<file path="src/rtl/dma_chan_pkg.sv">
package dma_chan_pkg;
  localparam int DW       = 32;
  // word indices within the register window
  localparam int IDX_CNT  = 0;
  localparam int IDX_PTR  = 1;
  localparam int IDX_CTRL = 2;
  // command/status bits
  localparam int CB_EN    = 0;
  localparam int CB_GO    = 1;
  localparam int CB_CLR   = 3;
  localparam int CB_IDLE  = 4;
  // pointer bits
  localparam int PB_SPACE = 0;
  localparam int PB_DIR   = 3;
  localparam int PB_ADDR  = 4;
endpackage

</file>
<file path="src/rtl/dma_cfg_regs.sv">
module dma_cfg_regs #(
  parameter int CNT_W = 23
) (
  input  logic                                   clk_i,
  input  logic                                   rst_ni,
  input  logic                                   cnt_we_i,
  input  logic                                   ptr_we_i,
  input  logic [CNT_W-1:0]                       cnt_wdata_i,
  input  logic [dma_chan_pkg::DW-1:dma_chan_pkg::PB_DIR] ptr_wdata_i,
  output logic [CNT_W-1:0]                       cnt_o,
  output logic [dma_chan_pkg::DW-1:dma_chan_pkg::PB_ADDR] base_o,
  output logic                                   dir_o
);
  import dma_chan_pkg::*;

  always_ff @(posedge clk_i or negedge rst_ni) begin
    if (!rst_ni) begin
      cnt_o  <= '0;
      base_o <= '0;
      dir_o  <= 1'b0;
    end else begin
      if (cnt_we_i) cnt_o <= cnt_wdata_i;
      if (ptr_we_i) begin
        base_o <= ptr_wdata_i[DW-1:PB_ADDR];
        dir_o  <= ptr_wdata_i[PB_DIR];
      end
    end
  end
endmodule

</file>
<file path="src/rtl/dma_seq.sv">
module dma_seq (
  input  logic clk_i,
  input  logic rst_ni,
  input  logic ctrl_we_i,
  input  logic en_wr_i,
  input  logic go_wr_i,
  input  logic clr_wr_i,
  input  logic done_i,
  output logic en_o,
  output logic idle_o,
  output logic flag_o,
  output logic go_o,
  output logic irq_o
);
  logic accept, finish;

  // launch uses the enable value carried by the same write
  assign accept = ctrl_we_i & go_wr_i & en_wr_i & idle_o;
  assign finish = done_i & ~idle_o;

  always_ff @(posedge clk_i or negedge rst_ni) begin
    if (!rst_ni) begin
      en_o   <= 1'b0;
      idle_o <= 1'b1;
      flag_o <= 1'b0;
      go_o   <= 1'b0;
    end else begin
      go_o <= accept;
      if (ctrl_we_i) en_o <= en_wr_i;
      if (finish)      idle_o <= 1'b1;
      else if (accept) idle_o <= 1'b0;
      // completion beats a same-cycle clear
      if (finish)                     flag_o <= 1'b1;
      else if (ctrl_we_i && clr_wr_i) flag_o <= 1'b0;
    end
  end

  assign irq_o = flag_o & en_o;
endmodule

</file>
<file path="src/rtl/dma_chan_regs.sv">
module dma_chan_regs #(
  parameter int CNT_W  = 23,
  parameter int ADDR_W = 4
) (
  input  logic              clk_i,
  input  logic              rst_ni,
  input  logic              wr_en_i,
  input  logic [ADDR_W-1:0] addr_i,
  input  logic [31:0]       wdata_i,
  output logic [31:0]       rdata_o,
  input  logic              done_i,
  output logic              go_o,
  output logic [CNT_W-1:0]  xfer_bytes_o,
  output logic [31:0]       desc_addr_o,
  output logic              dir_o,
  output logic              irq_o
);
  import dma_chan_pkg::*;

  localparam int WI_W = ADDR_W - 2;
  localparam logic [WI_W-1:0] W_CNT  = WI_W'(IDX_CNT);
  localparam logic [WI_W-1:0] W_PTR  = WI_W'(IDX_PTR);
  localparam logic [WI_W-1:0] W_CTRL = WI_W'(IDX_CTRL);

  logic [WI_W-1:0] widx;
  logic            aligned, sel_cnt, sel_ptr, sel_ctrl;
  logic [DW-1:PB_ADDR] base;
  logic en, idle, irq_flag;

  assign widx     = addr_i[ADDR_W-1:2];
  assign aligned  = (addr_i[1:0] == 2'b00);
  assign sel_cnt  = aligned && (widx == W_CNT);
  assign sel_ptr  = aligned && (widx == W_PTR);
  assign sel_ctrl = aligned && (widx == W_CTRL);

  dma_cfg_regs #(.CNT_W(CNT_W)) u_cfg (
    .clk_i       (clk_i),
    .rst_ni      (rst_ni),
    .cnt_we_i    (wr_en_i & sel_cnt),
    .ptr_we_i    (wr_en_i & sel_ptr),
    .cnt_wdata_i (wdata_i[CNT_W-1:0]),
    .ptr_wdata_i (wdata_i[DW-1:PB_DIR]),
    .cnt_o       (xfer_bytes_o),
    .base_o      (base),
    .dir_o       (dir_o)
  );

  dma_seq u_seq (
    .clk_i     (clk_i),
    .rst_ni    (rst_ni),
    .ctrl_we_i (wr_en_i & sel_ctrl),
    .en_wr_i   (wdata_i[CB_EN]),
    .go_wr_i   (wdata_i[CB_GO]),
    .clr_wr_i  (wdata_i[CB_CLR]),
    .done_i    (done_i),
    .en_o      (en),
    .idle_o    (idle),
    .flag_o    (irq_flag),
    .go_o      (go_o),
    .irq_o     (irq_o)
  );

  assign desc_addr_o = {base, 4'b0000};

  always_comb begin
    rdata_o = '0;
    if (sel_cnt) begin
      rdata_o[CNT_W-1:0] = xfer_bytes_o;
    end else if (sel_ptr) begin
      rdata_o[DW-1:PB_ADDR] = base;
      rdata_o[PB_DIR]       = dir_o;
      rdata_o[PB_SPACE]     = 1'b1;
    end else if (sel_ctrl) begin
      rdata_o[CB_EN]   = en;
      rdata_o[CB_IDLE] = idle;
    end
  end
endmodule

</file>
<file path="config.mk">
export PLATFORM = sky130hd
export DESIGN_NAME = dma_chan_regs
export DESIGN_NICKNAME = d
export VERILOG_FILES = /design/src/rtl/dma_chan_pkg.sv /design/src/rtl/dma_cfg_regs.sv /design/src/rtl/dma_seq.sv /design/src/rtl/dma_chan_regs.sv
export SDC_FILE = /design/constraint.sdc
export NUM_CORES = 1
export LEC_CHECK = 0
export BUFFER_PORTS_ARGS = -buffer_cell sky130_fd_sc_hd__buf_2
export CAP_MARGIN = 20
export CORE_MARGIN = 5
export CORE_UTILIZATION = 32
export CTS_BUF_LIST = sky130_fd_sc_hd__clkbuf_16
export DETAILED_ROUTE_END_ITERATION = 12
export MAX_ROUTING_LAYER = met4
export SETUP_SLACK_MARGIN = 0.4
export SLEW_MARGIN = 30
export SYNTH_ARGS = -nofsm -noshare
export SYNTH_HDL_FRONTEND = slang
export SYNTH_SLANG_ARGS = --single-unit
</file>
<file path="constraint.sdc">
create_clock -name clk_i -period 3.6 [get_ports clk_i]
set_clock_uncertainty 0.1 [all_clocks]
set_input_delay 0.18 -clock clk_i [delete_from_list [all_inputs] [get_ports clk_i]]
set_output_delay 0.18 -clock clk_i [all_outputs]
set_load 0.02 [all_outputs]
</file>
# --- Word level (Yosys, flattened, before mapping) ---
# Index checks and enable logic that the tools add are counted.
totals:
  reg_bits: 56
  inputBits: 40
classes:
  eq_ne: 2
  mux: 14
  bitwise: 9
  reduce_logical: 8
ops:
  columns: ["operator", "n"]
  rows:
  - ["2-to-1 mux 27 bit", 1]
  - ["2-to-1 mux 20 bit", 1]
  - ["2-to-1 mux 1 bit", 10]
  - ["2-to-1 mux 9 bit", 1]
  - ["AND 1 bit", 8]
  - ["logical AND 1 bit", 4]
  - ["logical NOT 2 bit", 2]
  - ["nonzero test 2 bit", 2]
  - ["== test 2 x 1 -> 1 bit, second input constant", 1]
  - ["== test 2 bit, second input constant", 1]
  - ["2-to-1 mux 2 bit", 1]
  - ["NOT 1 bit", 1]

# --- Logic depth before layout (Yosys ltp) ---
# Gate-level depths: netlist (run 1).
depth:
  word_depth: 8
  mapped_depth: 5
  mapped_depth_nobuf: 3

# --- By module ---
# Synthesis (run 1) repeated with hierarchy kept, for this count alone.
unflattened:
  cells_unflattened: 175
  hier_area_um2: 2523.7
by_module_without_submodules:
  columns: ["module", "instances", "cells_each", "area_per_inst_um2", "seq_area_each_um2"]
  rows:
  - ["dma_cfg_regs", 1, 109, 1966.9, 1301.2]
  - ["dma_chan_regs", 1, 54, 402.9, 0.0]
  - ["dma_seq", 1, 12, 153.9, 101.3]

# --- Least setup slack after synthesis (run 1) ---
# Ideal clock, no wire load.
synth_path:
  path_type: "input to output"
  startpoint: "in addr_i[3]"
  endpoint: "out rdata_o[20]"
  t_arrival_ns: 1.260
  required_ns: 3.320
  slack_ns: 2.060
  stages: 4
  path_cell_list: "buf_2 > nor4b_4 > buf_2 > a22o_1"
synth_via:
  elab_chain_len: 4
  word_cells_on_any_way: 6
  cone_classes: "1 x eq/ne; 2 x mux; 3 x reduce/logical"
synth_lines:
  columns: ["item", "line_no", "source"]
  rows:
  - ["start: declaration", "dma_chan_regs.sv:8", "input logic [ADDR_W-1:0] addr_i,"]
  - ["== test 2 x 1 -> 1 bit", "dma_chan_regs.sv:33", "assign sel_ptr = aligned && (widx == W_PTR);"]
  - ["logical AND 1 bit", "dma_chan_regs.sv:33", null]
  - ["2-to-1 mux 27 bit", "dma_chan_regs.sv:69", "end else if (sel_ptr) begin"]
  - ["2-to-1 mux 20 bit (*)", "dma_chan_regs.sv:67", "if (sel_cnt) begin"]
  - ["end: declaration", "dma_chan_regs.sv:10", "output logic [31:0] rdata_o,"]
# Every way passes the cells marked *; elsewhere a longest branch is shown, timed or not.

# --- Final worst setup path (run 1) ---
layout_path:
  startpoint: "in addr_i[3]"
  endpoint: "out rdata_o[8]"
# Same word-level chain as after synthesis.

==> impl_results.md, run 1 <==
* Net count of the finished layout at 343
* Placed cell areas at 3250 um^2
* Port Buffers at 125
* Max_cap viols at 0
* Level count of the clock H-tree at 2
* Synthesized area at 2530 um^2
* Total Die Area at 9780 um^2
* Clock Root Buffer: clkbuf_16
* Cells after DPL at 397
* Std-Cell Rows at 32
* Die W at 98.9 um
* Portion of the post-synthesis area used by sequential elements at 55.5%
* Final min period at 1.93 ns
* Most common cell after layout, fill and taps aside: buf_2
* Post-CTS Setup Repair Bufs at 0
* Antenna diode count at 0
* Biggest area consumer among synthesized cells: dfrtp_1
* Fin cells at 406
* Antenna violations before repair at 0
* Largest net degree at the start of global routing at 30
* Lkg Pwr at 1.82 nW
* Number of clock buffers inserted by TritonCTS at 5
* Placer congestion estimate at 0.772
* Mean routed wirelength per cell at 15.9 um
* Kind of start point of the critical path: input pin
* Total negative slack for setup checks at 0 ns
* Growth of design area from synthesis to finish at 34.4%
* Wire length of the first global-routing pass at 10.1 mm
* Number of vias after detailed routing at 1883
* Setup violation total in the final timing report at 0
* Worst voltage drop across the vdd grid at 0.252 mV
* Total detailed-routing wirelength at 6.45 mm
* Post-synthesis average cell area at 14.4 um^2
* Via count of the first global-routing pass at 1904
* Worst-skew pair later-pin latency at 0.28 ns
* Setup CP Type: in -> out
* Worst-path fanout max at 16
* Top cells by area, synth: dfrtp_1 (54%), mux2_2 (19%), a22o_1 (6.9%)
* Final design area excluding fillers at 3400 um^2
* Max Buffers Root-to-Sink at 2
* Final hold vios at 0
* Final slew viol count at 0
* Headroom to the max-slew limit at 57.4%
* Core area at 7730 um^2
* Share of layout cells above drive strength 1 at 63.8%
* Residual DRC at 0
* Post-synthesis register bit count at 56
* Vias/cell at 4.64
* Number of DRC markers after the initial detailed-route iteration at 34
* Synthesis warning total at 0
* Initial core utilization at 32.7%
* First-pass iteration count of the detailed router at 4
* FMAX at 0.518 GHz
* Crit path DAT at 1.65 ns
* Pin slew with the least headroom to its limit at 0.637 ns
* Kind of end point of the critical path: output port
* Total power at 1.93 mW
* Power density cells at 568 nW/um^2
* Grt ovf at 0
* Leading cell types in the layout, fill and taps excluded: buf_2 (125), dfrtp_1 (55), mux2_2 (43)
* Post-route core utilization at 44.0%
* Clock sinks at 56
* Unrepaired setup endpoints after global routing: no
* Instance count of the mapped netlist at 176
* Status: complete, no violations
* Gr usage total at 13.3%
* Hpwl dp at 4.86 mm
* I/O pin count at 130
* Clock transition at the registers of the reported paths at 0.07 ns
* Post-route antenna net violation count at 0
* Tcrit/Tclk final at 53.6%
* Count of different cell masters after synthesis at 25
* Portion of synthesized cell area occupied by the leading cell type at 54.5%
* HP Class: in -> reg
* TritonCTS clock tree: built
* Critical path required time at 3.32 ns
* DIE HEIGHT at 98.9 um
final timing paths:
check,start,cells after the start,slack [ns],to
setup reg to reg,u_seq.idle_o,2,2.61,u_seq.flag_o
hold / removal,wdata_i[30],2,0.02,u_cfg.base_o[30]
setup / recovery,addr_i[3],5,1.67,rdata_o[8]
hold reg to reg,u_seq.flag_o,1,0.40,u_seq.flag_o
min in group asynchronous,rst_ni,2,0.34,u_seq.flag_o
max in group asynchronous,rst_ni,3,2.22,u_cfg.cnt_o[4]
state kept, by name, summed over array words and instances (netlist names):
name,count
u_cfg.base_o,28
u_cfg.cnt_o,23
u_cfg.dir_o,1
u_seq.en_o,1
u_seq.flag_o,1
u_seq.go_o,1
u_seq.idle_o,1
layout make-up:
type / count / area [um^2]
tap: 102 / 128
clock inverter: 3 / 15.0
timing repair buffer: 132 / 681
clock buffer: 5 / 125
inverter: 2 / 7.51
multi-input combinational: 106 / 1040
sequential: 56 / 1400
fill: 753 / 4330
cells in the mapped netlist:
cell type  instances
dfrtp_1           55
mux2_2            43
a22o_1            20
and2_1            12
mux2_4            10
buf_2              8
buf_4              6
nand3_1            3
inv_1              2
nor2_1             2
a2bb2oi_1          1
buf_6              1
conb_1             1
dfstp_2            1
mux2i_1            1
nand4_1            1
nand4b_1           1
nor2_4             1
nor2b_1            1
nor3_1             1
nor4_1             1
nor4b_4            1
o21ai_0            1
o22a_1             1
o311a_1            1
where the power goes:
part / leakage (nW) / switching [mW] / internal [mW]
Sequential: 0.687 / 0.102 / 0.772
Combinational: 1.06 / 0.336 / 0.254
Clock: 0.0687 / 0.214 / 0.253
Total: 1.82 / 0.652 / 1.28
layer usage:
| metal | vias up | track usage [%] | wire [um] |
|---|---|---|---|
| met1 | 911 | 17.3 | 2950 |
| met3 | 4 | 4.67 | 564 |
| met4 | 0 | 2.84 | 44 |
| met2 | 83 | 20.2 | 2890 |
| met5 | - | - | 0 |
| li1 | 885 | - | - |
critical path, stage by stage:
cell and delay (ns):
buf_2 0.16, nor4b_4 0.62, buf_4 0.34, a22o_1 0.18, buf_2 0.16
through the flow:
stage	setup slack (ns)	hold WS, ns
after floorplan	2.06	-0.216
after global placement	1.62	0.141
after detailed placement	1.63	0.137
after CTS	1.63	0.0140
after global routing	1.48	0.00743
final	1.67	0.0187
timing repair:
item	CTS	global route
hold buffers	1	0
endpoints found under the hold margin	26	0
resized for setup	0	0
cell families (layout without fill, tap and decap cells):
family,count (synthesis),in the layout,synth area share (%)
flops,56,56,55.5
mux,54,54,25.5
compound gates,24,24,8.22
simple gates,24,24,6.53
buf+inv,17,142,4.11
other cells,1,4,0.148
Power figures use the tool's default switching activity.
==> inputs of run 2 (changes only) <==
Clock period 3.6 ns to 1.8 ns, I/O delays scaled along.
==> run 2 against run 1 <==
  * First-iteration DRC count fell by 2.9%
  * Clock power rose by 120%
  * Combinational power rose by 120%
  * Non-clock buffer count rose by 44
  * Critical path depth fell by 1
  * Power rose by 110%
  * Core utilization rose by 6.7 points
  * Design area rose by 15%
  * Die area did not move
  * Register-to-register slack got worse by 1.9 ns
  * Wire length rose by 8.6%
  * Critical path type is now reg -> out
  * Setup slack got worse by 1.3 ns
==> impl_results.md, run 2 (synthesis gave the netlist of run 1 again) <==
* Status: complete, no violations
* Growth of design area from synthesis to finish at 54.9%
* Clock sinks at 56 (unchanged)
* Antenna diode count at 0 (unchanged)
* Number of vias after detailed routing at 2049 (+8.8%)
* FMAX at 0.711 GHz
* Final slew viol count at 0 (unchanged)
* Worst voltage drop across the vdd grid at 0.608 mV (+140%)
* TritonCTS clock tree: built
* Post-route core utilization at 50.7% (+6.7 points)
* DIE HEIGHT at 98.9 um (unchanged)
* Setup violation total in the final timing report at 0 (unchanged)
* Std-Cell Rows at 32 (unchanged)
* Leading cell types in the layout, fill and taps excluded: buf_2 (111), dfrtp_1 (55), mux2_2 (43)
* Largest net degree at the start of global routing at 22 (-27%)
* Final hold vios at 0 (unchanged)
* Max Buffers Root-to-Sink at 2 (unchanged)
* Largest reg by FF count: u_cfg.base_o
* Residual DRC at 0 (unchanged)
* Startpoint of the worst hold path: wr_en_i
* Total Die Area at 9780 um^2 (unchanged)
* Crit path DAT at 1.22 ns (-0.43 ns)
* Final design area excluding fillers at 3920 um^2 (+15%)
* Cells after DPL at 401 (+1.0%)
* Net count of the finished layout at 387 (+13%)
* Slack of the worst reg-to-reg path at 0.72 ns (-1.89 ns)
* First-pass iteration count of the detailed router at 3 (-1)
* Power density cells at 1040 nW/um^2 (+83%)
* Kind of start point of the critical path: register
* Number of DRC markers after the initial detailed-route iteration at 33 (-2.9%)
* Setup CP Type: reg -> out
* Placer congestion estimate at 0.775 (+0.38%)
* Critical path required time at 1.61 ns (-1.71 ns)
* Registers with the highest flip-flop counts: u_cfg.base_o (28), u_cfg.cnt_o (23)
* Worst-skew pair later-pin latency at 0.28 ns (about the same)
* HP Class: in -> reg
* Die W at 98.9 um (unchanged)
* Antenna violations before repair at 0 (unchanged)
* Worst hold stages at 3 (+1)
* Capture point of the worst reg-to-reg path: u_seq.flag_o
* Initial core utilization at 32.7% (unchanged)
* Port Buffers at 125 (unchanged)
* Clock Root Buffer: clkbuf_16
* Most common cell after layout, fill and taps aside: buf_2
* Total detailed-routing wirelength at 7.01 mm (+8.6%)
* Grt ovf at 0 (unchanged)
* Share of layout cells above drive strength 1 at 59.8% (-4.0 points)
* Max_cap viols at 0 (unchanged)
* R2R cell count at 3 (+1)
* Critical R2R Launch: u_seq.idle_o
* Number of clock buffers inserted by TritonCTS at 5 (unchanged)
* Mean routed wirelength per cell at 15.6 um (-1.6%)
* Unrepaired setup endpoints after global routing: yes
* Level count of the clock H-tree at 2 (unchanged)
* Lkg Pwr at 2.03 nW (+12%)
* Wire length of the first global-routing pass at 10.7 mm (+6.2%)
* Post-route antenna net violation count at 0 (unchanged)
* Largest register FFs at 28 (unchanged)
* Final min period at 1.41 ns
* Via count of the first global-routing pass at 2115 (+11%)
* Total negative slack for setup checks at 0 ns (unchanged)
* Tcrit/Tclk final at 78.2%
* Hpwl dp at 4.80 mm (-1.2%)
* Fin cells at 448 (+10%)
* Gr usage total at 13.8% (+0.49 points)
* Hold Path End: u_seq.flag_o
* Worst-path fanout max at 2 (-14)
* Kind of end point of the critical path: output port
* Placed cell areas at 3280 um^2 (+0.92%)
* I/O pin count at 130 (unchanged)
* Clock transition at the registers of the reported paths at 0.07 ns (about the same)
* Core area at 7730 um^2 (unchanged)
* Vias/cell at 4.57 (-1.4%)
-- run 2: cell types whose count changed in the layout (fill, tap and decap cells not counted), moves of 4 or more --
cell           delta
buf_6             +4
buf_2            -14
dlygate4sd3_1    +33
buf_4            +19
-- run 2: how the worst max path moves through the flow --
stage	from	endpoint	slack [ns]	cells after the start
after floorplan	addr_i[3]	rdata_o[20]	0.44	4
final	u_cfg.base_o[4]	rdata_o[4]	0.39	4
after CTS	u_cfg.base_o[4]	rdata_o[4]	0.38	4
after global routing	u_cfg.base_o[4]	rdata_o[4]	0.35	4
after detailed placement	addr_i[3]	rdata_o[18]	0.43	5
after global placement	addr_i[1]	u_cfg.base_o[16]	0.44	5
-- run 2: what timing repair did --
action | CTS | global route
endpoints found under the hold margin | 74 | 0
setup buffers | 3 | 2
hold buffers | 34 | 0
gates resized for setup | 0 | 34
gates cloned | 0 | 2
pin swaps | 0 | 3
endpoints found under the setup margin | 1 | 18
-- run 2: per-layer routing --
layer / part of all wire (%) / up-vias / global-route usage [%]
li1: - / 976 / -
met1: 44 / 994 / 17.4
met2: 47 / 77 / 22.3
met3: 7.8 / 2 / 4.10
met4: 0.36 / 0 / 2.52
met5: 0 / - / -
-- run 2: power breakdown --
| part | leakage, nW | total [mW] | internal (mW) | switching [mW] |
|---|---|---|---|---|
| registers | 0.687 | 1.74 | 1.54 | 0.200 |
| logic | 1.27 | 1.29 | 0.593 | 0.696 |
| clock network | 0.0757 | 1.05 | 0.641 | 0.407 |
-- run 2: critical path, cell delays in order (launching register included) --
cell,delay [ns]
dfrtp_1,0.38
mux2i_1,0.18
a2bb2oi_2,0.17
nor3_2,0.05
buf_4,0.15
-- run 2: stage by stage --
stage	setup WS, ns	hold slack (ns)	power, mW
floorplan	0.440	-0.306	2.49
CTS	0.377	0.0303	4.10
global route	0.351	0.0557	4.30
finish	0.393	0.0333	4.08
detailed placement	0.427	-0.0141	2.97
global placement	0.438	-0.0190	2.95
-- run 2: cell type report --
type                       instances  area, um^2
inverter                           2        7.51
clock inverter                     1        30.0
multi-input combinational        106        1060
sequential                        56        1400
tap                              102         128
clock buffer                       5         125
timing repair buffer             176        1160
fill                             678        3810
==> inputs of run 3 (changes only) <==
Clock period 1.8 ns to 1.5 ns, I/O delays scaled along.
==> run 3 against run 2 <==
  * Global-route usage increased by 2.6 points
  * First-iteration DRC count rose by 79%
  * Register-to-register slack worse by 0.32 ns
  * Sequential share of layout area shrank 5.5 points
  * Wire length grew 12%
  * Sequential cell count did not move
  * Die area unchanged
  * Core utilization up 9.3 points
  * Clock power grew 10%
  * Critical path depth is the same
==> impl_results.md, run 3 (synthesis gave the netlist of run 1 again) <==
* Status: complete, no violations
* Post-route core utilization at 60.0% (+9.3 points)
* Leading cell types in the layout, fill and taps excluded: buf_2 (77), buf_6 (63), dfrtp_1 (53)
* Number of clock buffers inserted by TritonCTS at 5 (unchanged)
* Registers with the highest flip-flop counts: u_cfg.base_o (28), u_cfg.cnt_o (23)
* Largest net degree at the start of global routing at 57 (+160%)
* Worst voltage drop across the vdd grid at 0.578 mV (-4.8%)
* Critical path required time at 1.32 ns (-0.29 ns)
* HP Class: in -> reg
* Antenna diode count at 0 (unchanged)
* Grt ovf at 0 (unchanged)
* Fraction of power spent switching nets at 33.6% (+1.6 points)
* Mean routed wirelength per cell at 16.8 um (+7.4%)
* Via count of the first global-routing pass at 2434 (+15%)
* Critical Path Start: u_cfg.base_o[4]
* TritonCTS clock tree: built
* Crit path DAT at 1.26 ns (+0.04 ns)
* Clock sinks at 56 (unchanged)
* Kind of start point of the critical path: register
* Residual DRC at 0 (unchanged)
* Clock Root Buffer: clkbuf_16
* Vias/cell at 4.68 (+2.4%)
* Pint at 3.49 mW (+26%)
* Number of vias after detailed routing at 2196 (+7.2%)
* Wire length of the first global-routing pass at 12.4 mm (+16%)
* Fin cells at 469 (+4.7%)
* Total power at 5.26 mW (+29%)
* Final design area excluding fillers at 4630 um^2 (+18%)
* Logic gate share of total power at 37.0% (+5.4 points)
* Largest register FFs at 28 (unchanged)
* Power density cells at 1140 nW/um^2 (+8.9%)
* Post-route antenna net violation count at 0 (unchanged)
* Port Buffers at 125 (unchanged)
* Lkg Pwr at 2.31 nW (+13%)
* Clock transition at the registers of the reported paths at 0.07 ns (about the same)
* Placed cell areas at 3450 um^2 (+5.3%)
* Final hold vios at 0 (unchanged)
* Gr usage total at 16.5% (+2.6 points)
* Startpoint of the worst hold path: wr_en_i
* Total Die Area at 9780 um^2 (unchanged)
* I/O pin count at 130 (unchanged)
* Total net switching power at 1.76 mW (+35%)
* Kind of end point of the critical path: output port
* Worst-path fanout max at 3 (+1)
* Level count of the clock H-tree at 2 (unchanged)
* Tcrit/Tclk final at 95.3%
* Max_cap viols at 0 (unchanged)
* Initial core utilization at 32.7% (unchanged)
* Setup CP Type: reg -> out
* Final slew viol count at 0 (unchanged)
* FMAX at 0.699 GHz
* DIE HEIGHT at 98.9 um (unchanged)
* Net count of the finished layout at 406 (+4.9%)
* Hpwl dp at 4.96 mm (+3.2%)
* Most common cell after layout, fill and taps aside: buf_2
* Total negative slack for setup checks at 0 ns (unchanged)
* Unrepaired setup endpoints after global routing: yes
* Core area at 7730 um^2 (unchanged)
* First-pass iteration count of the detailed router at 3 (unchanged)
* Setup violation total in the final timing report at 0 (unchanged)
* Share of total power in sequential cells at 40.9% (-1.8 points)
* Max Buffers Root-to-Sink at 2 (unchanged)
* Die W at 98.9 um (unchanged)
* Worst-skew pair later-pin latency at 0.29 ns (about the same)
* Number of DRC markers after the initial detailed-route iteration at 59 (+79%)
* Total detailed-routing wirelength at 7.88 mm (+12%)
* Growth of design area from synthesis to finish at 83.3%
* Antenna violations before repair at 0 (unchanged)
* Largest reg by FF count: u_cfg.base_o
* Final min period at 1.43 ns
* Critical R2R Launch: u_cfg.base_o[11]
* Std-Cell Rows at 32 (unchanged)
* Share of layout cells above drive strength 1 at 69.5% (+9.7 points)
* Share of power burned in the clock network at 22.1% (-3.6 points)
* Cells after DPL at 400 (-0.25%)
* Placer congestion estimate at 0.763 (-1.5%)
run 3: metrics by stage:
step / hold slack, ns / setup WS [ns]
finish: 0.0333 / 0.0699
global placement: -0.00269 / 0.0963
global route: 0.0493 / 0.00183
floorplan: -0.321 / 0.306
CTS: 0.0261 / 0.0738
detailed placement: 0.00451 / 0.0813
run 3: critical path, stage by stage (launching register included):
cell       delay (ns)
dfrtp_2          0.42
mux2i_2          0.17
a2bb2oi_2        0.17
nor3_2           0.05
buf_4            0.15
run 3: power by group through the flow:
stage               sequential (mW)  clock [mW]  combinational, mW
floorplan                      2.54           0              0.518
global placement               2.17           0               1.46
detailed placement             2.17           0               1.48
CTS                            2.13        1.20               1.78
global route                   2.20        1.25               2.06
finish                         2.15        1.16               1.95
run 3: final cells by class:
class,instances,area (um^2)
Tap cell,102,128
Sequential cell,56,1410
Inverter,2,7.51
Clock buffer,5,125
Timing Repair Buffer,195,1750
Multi-Input combinational cell,106,1190
Fill cell,638,3090
Clock inverter,3,23.8
run 3: metal layers:
layer  part of all wire [%]  global-route usage, %  vias to the layer above
li1                       -                      -                     1019
met2                     52                   27.8                       78
met5                      0                      -                        -
met3                    4.4                   3.11                        9
met1                     42                   20.0                     1090
met4                    1.7                   4.62                        0
run 3: timing repair:
item / CTS / global route
cloned: 4 / 0
hold endpoints to repair: 112 / 0
hold buffers: 34 / 0
resized for setup: 89 / 49
pin swaps: 24 / 10
endpoints found under the setup margin: 33 / 74
buffers inserted: 17 / 6
run 3: worst paths after layout:
path | end | slack, ns | depth (start not counted)
worst min-delay path | u_seq.go_o | 0.03 | 3
max in group asynchronous | u_seq.idle_o | 0.79 | 3
worst min register to register | u_seq.flag_o | 0.42 | 1
min in group asynchronous | u_cfg.cnt_o[15] | 0.19 | 3
worst max register to register | u_cfg.base_o[11] | 0.40 | 3
worst max-delay path | rdata_o[4] | 0.07 | 4
